File: src/rtl/rst_vec_seq.sv
module rst_vec_seq #(
  parameter int DW = 8,
  parameter int MW = 3,
  parameter int RAW = 8,
  parameter logic [RAW-1:0] CTRL_ADDR = 8'h03,
  parameter logic [MW-1:0] MUX_MODE = 3'd6
) (
  input  logic            clk,
  input  logic            rst,
  input  logic [MW-1:0]   strap_i,
  input  logic [DW-MW-1:0] port_in_i,
  input  logic [RAW-1:0]  reg_addr_i,
  output logic [DW-1:0]   reg_rdata_o,
  output logic [2*DW-1:0] mem_addr_o,
  output logic            mem_rd_o,
  input  logic [DW-1:0]   mem_data_i,
  output logic [2*DW-1:0] pc_o,
  output logic            imask_o,
  output logic [MW-1:0]   mode_o,
  output logic            mux_bus_o,
  output logic            start_o
);
  localparam int AW = 2 * DW;
  localparam logic [AW-1:0] VEC_LO = '1;
  localparam logic [AW-1:0] VEC_HI = VEC_LO - AW'(1);

  typedef enum logic [2:0] {S_RST, S_FHI, S_FLO, S_GO, S_RUN} st_t;
  st_t st;
  logic [MW-1:0] mode_q;
  logic [AW-1:0] pc_q;
  logic          imask_q;

  always_ff @(posedge clk) begin
    if (rst) begin
      st      <= S_RST;
      mode_q  <= strap_i;
      pc_q    <= '0;
      imask_q <= 1'b1;
    end else begin
      unique case (st)
        S_RST: st <= S_FHI;
        S_FHI: begin
          pc_q[AW-1:DW] <= mem_data_i;
          st <= S_FLO;
        end
        S_FLO: begin
          pc_q[DW-1:0] <= mem_data_i;
          st <= S_GO;
        end
        S_GO:  st <= S_RUN;
        default: st <= S_RUN;
      endcase
    end
  end

  assign mem_rd_o    = !rst && (st == S_FHI || st == S_FLO);
  assign mem_addr_o  = (st == S_FLO) ? VEC_LO : VEC_HI;
  assign start_o     = !rst && (st == S_GO);
  assign pc_o        = pc_q;
  assign imask_o     = imask_q;
  assign mode_o      = mode_q;
  assign mux_bus_o   = (mode_q == MUX_MODE);
  assign reg_rdata_o = (reg_addr_i == CTRL_ADDR) ? {mode_q, port_in_i} : '0;
endmodule

File: config.mk
export PLATFORM = sky130hd
export DESIGN_NAME = rst_vec_seq
export DESIGN_NICKNAME = d
export VERILOG_FILES = /design/src/rtl/rst_vec_seq.sv
export SDC_FILE = /design/constraint.sdc
export NUM_CORES = 1
export LEC_CHECK = 0
export ABC_AREA = 1
export BUFFER_PORTS_ARGS = -buffer_cell sky130_fd_sc_hd__buf_2
export CAP_MARGIN = 5
export CORE_ASPECT_RATIO = 1.5
export CORE_MARGIN = 8
export CORE_UTILIZATION = 44
export CTS_BUF_LIST = sky130_fd_sc_hd__clkbuf_4 sky130_fd_sc_hd__clkbuf_8 sky130_fd_sc_hd__clkbuf_16
export DETAILED_ROUTE_END_ITERATION = 12
export GPL_TIMING_DRIVEN = 0
export HOLD_SLACK_MARGIN = 0.08
export PLACE_DENSITY_LB_ADDON = 0.3
export SLEW_MARGIN = 20
export SYNTH_ARGS = -nofsm -noshare
export SYNTH_HDL_FRONTEND = slang
export SYNTH_SLANG_ARGS = --single-unit
File: constraint.sdc
create_clock -name clk -period 1.4 [get_ports clk]
set_input_delay 0.07 -clock clk [delete_from_list [all_inputs] [get_ports clk]]
set_output_delay 0.07 -clock clk [all_outputs]
set_load 0.02 [all_outputs]
== Word level (Yosys, flattened, before mapping) ==
Cells that the tools add are included.
W data, S select, Z words.

* Register bits after elaboration: 22
* Input port bits: 26
* Output and inout bits: 47

* Equal/unequal tests: 5
* Multiplexer cells: 3
* Reductions and logical operators: 5

{| class="wikitable"
|+ Operator list
! operator !! count
|-
| $pmux W3 S3 || 1
|-
| $eq A8 B2 Y1 const B || 1
|-
| $mux W8 || 1
|-
| $eq A3 B2 Y1 const B || 2
|-
| $eq A3 B1 Y1 const B || 1
|-
| $eq A3 B3 Y1 const B || 1
|-
| $logic_not A3 Y1 || 1
|-
| $logic_and A1 B1 Y1 || 2
|-
| $logic_not A1 Y1 || 1
|-
| $logic_or A1 B1 Y1 || 1
|-
| $mux W1 || 1
|}

== Logic depth before layout (Yosys ltp) ==
* Word-level depth: 3
* Depth in mapped cells: 5

== Worst setup path before layout ==
No wires, ideal clock.

* Kind: register -> output
* Start: register st[0]
* End: output port mem_rd_o
* Data arrival time: 1.046 ns
* Required time: 1.330 ns
* Setup slack: 0.284 ns
* Cell stages (with the launch flop): 4
* Path buffers: 1
* Cells stage by stage: dfxtp_1 > nand3_4 > buf_6 > a21oi_1

* Cells in the longest elaborated chain, start to end: 3
* Elaborated cells between the ends (all ways): 4
* Those cells by class: eq/ne (2); reduce/logical (2)

{| class="wikitable"
|+ Ends and longest elaborated chain
! what !! RTL line !! source
|-
| start, declared || 28 || <nowiki>st_t st;</nowiki>
|-
| start signal, assigned || 35 || <nowiki>st <= S_RST;</nowiki>
|-
| start signal, assigned || 41 || <nowiki>S_RST: st <= S_FHI;</nowiki>
|-
| start signal, assigned || 44 || <nowiki>st <= S_FLO;</nowiki>
|-
| $eq A3 B1 Y1 or $eq A3 B2 Y1 (tied branches) || 56 || <nowiki>assign mem_rd_o = !rst && (st == S_FHI || st == S_FLO);</nowiki>
|-
| $logic_or A1 B1 Y1 (*) || 56 ||
|-
| $logic_and A1 B1 Y1 (*) || 56 ||
|-
| end, declared || 15 || <nowiki>output logic mem_rd_o,</nowiki>
|}

Every way passes the cells marked *; elsewhere a longest branch is shown, timed or not.

== Worst setup path after layout ==
* Start: register st[1]
* End: output port mem_rd_o

The elaborated chain is that of the path after synthesis.

==> run summary <==
The final estimated routing congestion in global placement was 0.769; the count of maximum capacitance violations was 0. In the routed design, unresolved DRC markers number 0. Yosys mapped the design onto 17 distinct sky130hd cell types. Counting every instance in the synthesized netlist gives 159. Summed over all nets, the switching power comes to 504 uW.

Setup repair after global routing left no endpoint under its margin. Averaged over all synthesized cells, the footprint is 6.96 um^2. In this run the critical register-to-register path is launched from st[0].

The category of the most critical setup path was register to output pin. The number of detailed-routing iterations run before antenna repair came out at 4. Cell with the biggest individual delay on the critical path: dfxtp_4.

The count of flip-flops with a built-in enable after synthesis works out to 3. The analysis attributes to cell leakage a power of 0.000996 uW. The die extent in y came out at 77.4 um. Along the worst path, the maximum fanout reaches 10. Clock net sink count: 22. At the worst endpoint, the required time is 1330 ps.

The run gives 0 as the leftover overflow at the end of global routing. The primary flip-flop cell chosen by synthesis mapping is dfxtp_1. In this run the critical register-to-register path is captured at pc_o[7]. The run gives 22 as the number of rows in the core area. Sorting the synthesized cells by area gives the leading types as dfxtp_1 (34%), nor2_1 (14%), nand2_1 (12%).

Measured in cells, the most critical reg-to-reg path has a length of 6. The buffer type at the clock tree root was clkbuf_4. Once detailed placement completed, the half-perimeter wirelength came to 2240 um. For the mapped cell area, the log shows 0.00111 mm^2. TritonCTS built the clock tree. The initial cell density of the core was 0.457; the power share of the clock group was 0.201.

Between clock sinks in the finished design, the worst skew comes to 8.77 ps. After detailed routing, the number of vias per cell comes to 4.13. In this run, synthesis produced a sequential element count of 22. The cell-internal power was 1040 uW. STA classifies the critical path endpoint as an output pin.

The kind of launch point of the worst setup path is a register. The share of synthesized area occupied by flip-flops and latches was 0.425. For hold timing, the worst endpoint is reg_rdata_o[0]. The number of antenna violations at the first check in global routing was 0; the number of H-tree levels was 1. For the number of warning messages in the yosys log, the log shows 0.

After layout, the minimum clock period comes to 1330 ps. In this run, the number of DRC markers left after iteration 0 of detailed routing was 13. The combined global-route utilization of all metal layers was 0.126; the final-report setup violation count was 0. The logs give 0 for the number of max-slew violations in the final report and 450 ps for the slack of the worst reg-to-reg path.

The tools report the number of antenna-violating nets in the routed design as 0. From left edge to right edge, the die measures 57.0 um. Number of hold-slack violations in the final timing report: 0.

The clock passes through at most 2 buffers. The most common cell in the synthesized netlist was nor2_1. Power spread over the standard cell area amounts to 931 mW/mm^2. The routed layout has 1123 vias. For the logic gate share of total power, the log shows 0.319.

After layout, the worst setup slack is 74.3 ps. The worst hold path passes through 4 cells. Dividing the detail-routed wire length by the instance count gives 10.9 um. Worst-case vdd ir drop: 0.000890 V. The most critical setup path has its startpoint at st[1].

The first global-routing pass estimated 4750 um of wire. In this run the most critical hold path is launched from port_in_i[0]. The number of buffers created by CTS is 3, and the number of nets in the final layout is 275. The die footprint was 0.00441 mm^2; the switching part of the total was 0.327. Summed over all layers, the routed wires come to 2970 um. The proportion of netlist area held by the largest area contributor was 0.344. The tools report the top-level port count as 73.

Of all cell types, the one taking the most synthesized area is dfxtp_1. The count of filler cells inserted in the layout was 217. Delay of the slowest critical-path stage: 380 ps. By count the netlist is led by nor2_1 (42), nand2_1 (35), inv_1 (27). At the worst endpoint, the arrival time is 1260 ps.

The fraction of registers with async set or reset after synthesis was 0; the fmax was 754 MHz. The clock reaches the later pin of the worst-skew pair after 310 ps. Power comes to 1540 uW. The number of global-route vias before repair came out at 1118. The region available for standard cell placement spans 0.00242 mm^2.

The CTS clock-pin slew for the worst setup and hold paths works out to 120 ps. The share of power burned in registers was 0.480. The proportion of layout cells with a drive suffix above 1 came out at 0.367. The signal on the critical path passes through inv_2 > nand3_4 > buf_6 > a21oi_2 > buf_4. Input and output buffers added on the ports amount to 56. The repair_antennas step left the layout with diodes totalling 0. Adding up every negative setup slack in the final design gives 0 ps. The run finished with clean final reports. At the placement stage, the worst setup path has a slack of 278 ps. The growth of design area from synthesis to finish was 49.4%. The path class of the tightest hold or removal check is primary input to output pin. Share of the clock period used by the worst path: 0.947. For the pin count of the biggest net entering global routing, the log shows 13.
layer usage:
layer	track usage	vias up	routed length, um
li1	-	604	-
met1	0.122	457	1160
met2	0.221	57	1370
met3	0.0700	5	395
met4	0.0354	0	35
met5	0	-	0
metrics by stage:
stage / utilization / instances / hold slack [ps] / area [um^2]
final: 0.683 / 272 / 453 / 1650
after global routing: 0.683 / 272 / 465 / 1650
after CTS: 0.679 / 272 / 455 / 1640
after detailed placement: 0.608 / 254 / 249 / 1470
after global placement: 0.608 / 254 / 247 / 1470
after floorplan: - / 174 / 139 / 1160
cell usage in the layout (no fill, tap or decap):
master         instances
clkbuf_4               4
nor2_2                 1
buf_4                 19
nor2_1                42
buf_8                  1
nand3_4                2
inv_2                  2
buf_6                  1
nor2b_1                1
edfxtp_1               3
nor3_1                 3
a21oi_1                2
conb_1                16
inv_4                  1
dlygate4sd3_1         12
and2_0                 1
dfxtp_1               16
a21oi_2                1
dfxtp_2                2
buf_2                 56
dfxtp_4                1
nand2_1               35
inv_1                 26
layout make-up:
class / instances / area (um^2) / area share
flip-flops and latches: 22 / 477 / 0.288
multi-input cells: 104 / 437 / 0.264
repair buffers: 70 / 418 / 0.253
plain buffers: 19 / 151 / 0.0915
inverters: 29 / 111 / 0.0673
clock buffers: 4 / 30.0 / 0.0182
well taps: 24 / 30.0 / 0.0182
power by group through the flow:
stage	combinational, uW	clock (uW)	sequential (uW)
after detailed placement	448	0	752
final	491	309	740
after CTS	489	321	739
after global routing	539	344	750
after floorplan	244	0	819
after global placement	445	0	750
kinds of logic after synthesis:
group | Yosys count | share of synthesized area
buffers and inverters | 48 | 0.235
AO/OA/AOI/OAI | 3 | 0.0136
other | 1 | 0.00339
AND/OR/NAND/NOR | 85 | 0.323
flip-flops | 22 | 0.425
worst max path at each step:
| stage | depth (start not counted) | endpoint | slack [ps] |
|---|---|---|---|
| after floorplan | 3 | mem_rd_o | 280 |
| final | 5 | mem_rd_o | 70 |
| after global placement | 5 | mem_rd_o | 270 |
| after CTS | 5 | mem_rd_o | 30 |
| after global routing | 5 | mem_rd_o | 30 |
| after detailed placement | 5 | mem_rd_o | 280 |
flip-flops by register name, summed over array words and instances (netlist names):
name / flops
mode_o: 3
st: 3
pc_o: 16
timing repair:
item	CTS	global route
pin swaps	2	0
setup buffers	2	0
hold buffers	12	0
endpoints found under the hold margin	22	0
gates resized for setup	3	5
setup endpoints to repair	1	1
worst max-delay path, delay by kind of cell, from the launching register on:
kind            cells  cell delay, ps
simple gates        1              70
buf+inv             3             360
compound gates      1             130
flops               1             380
Power figures use the tool's default switching activity.
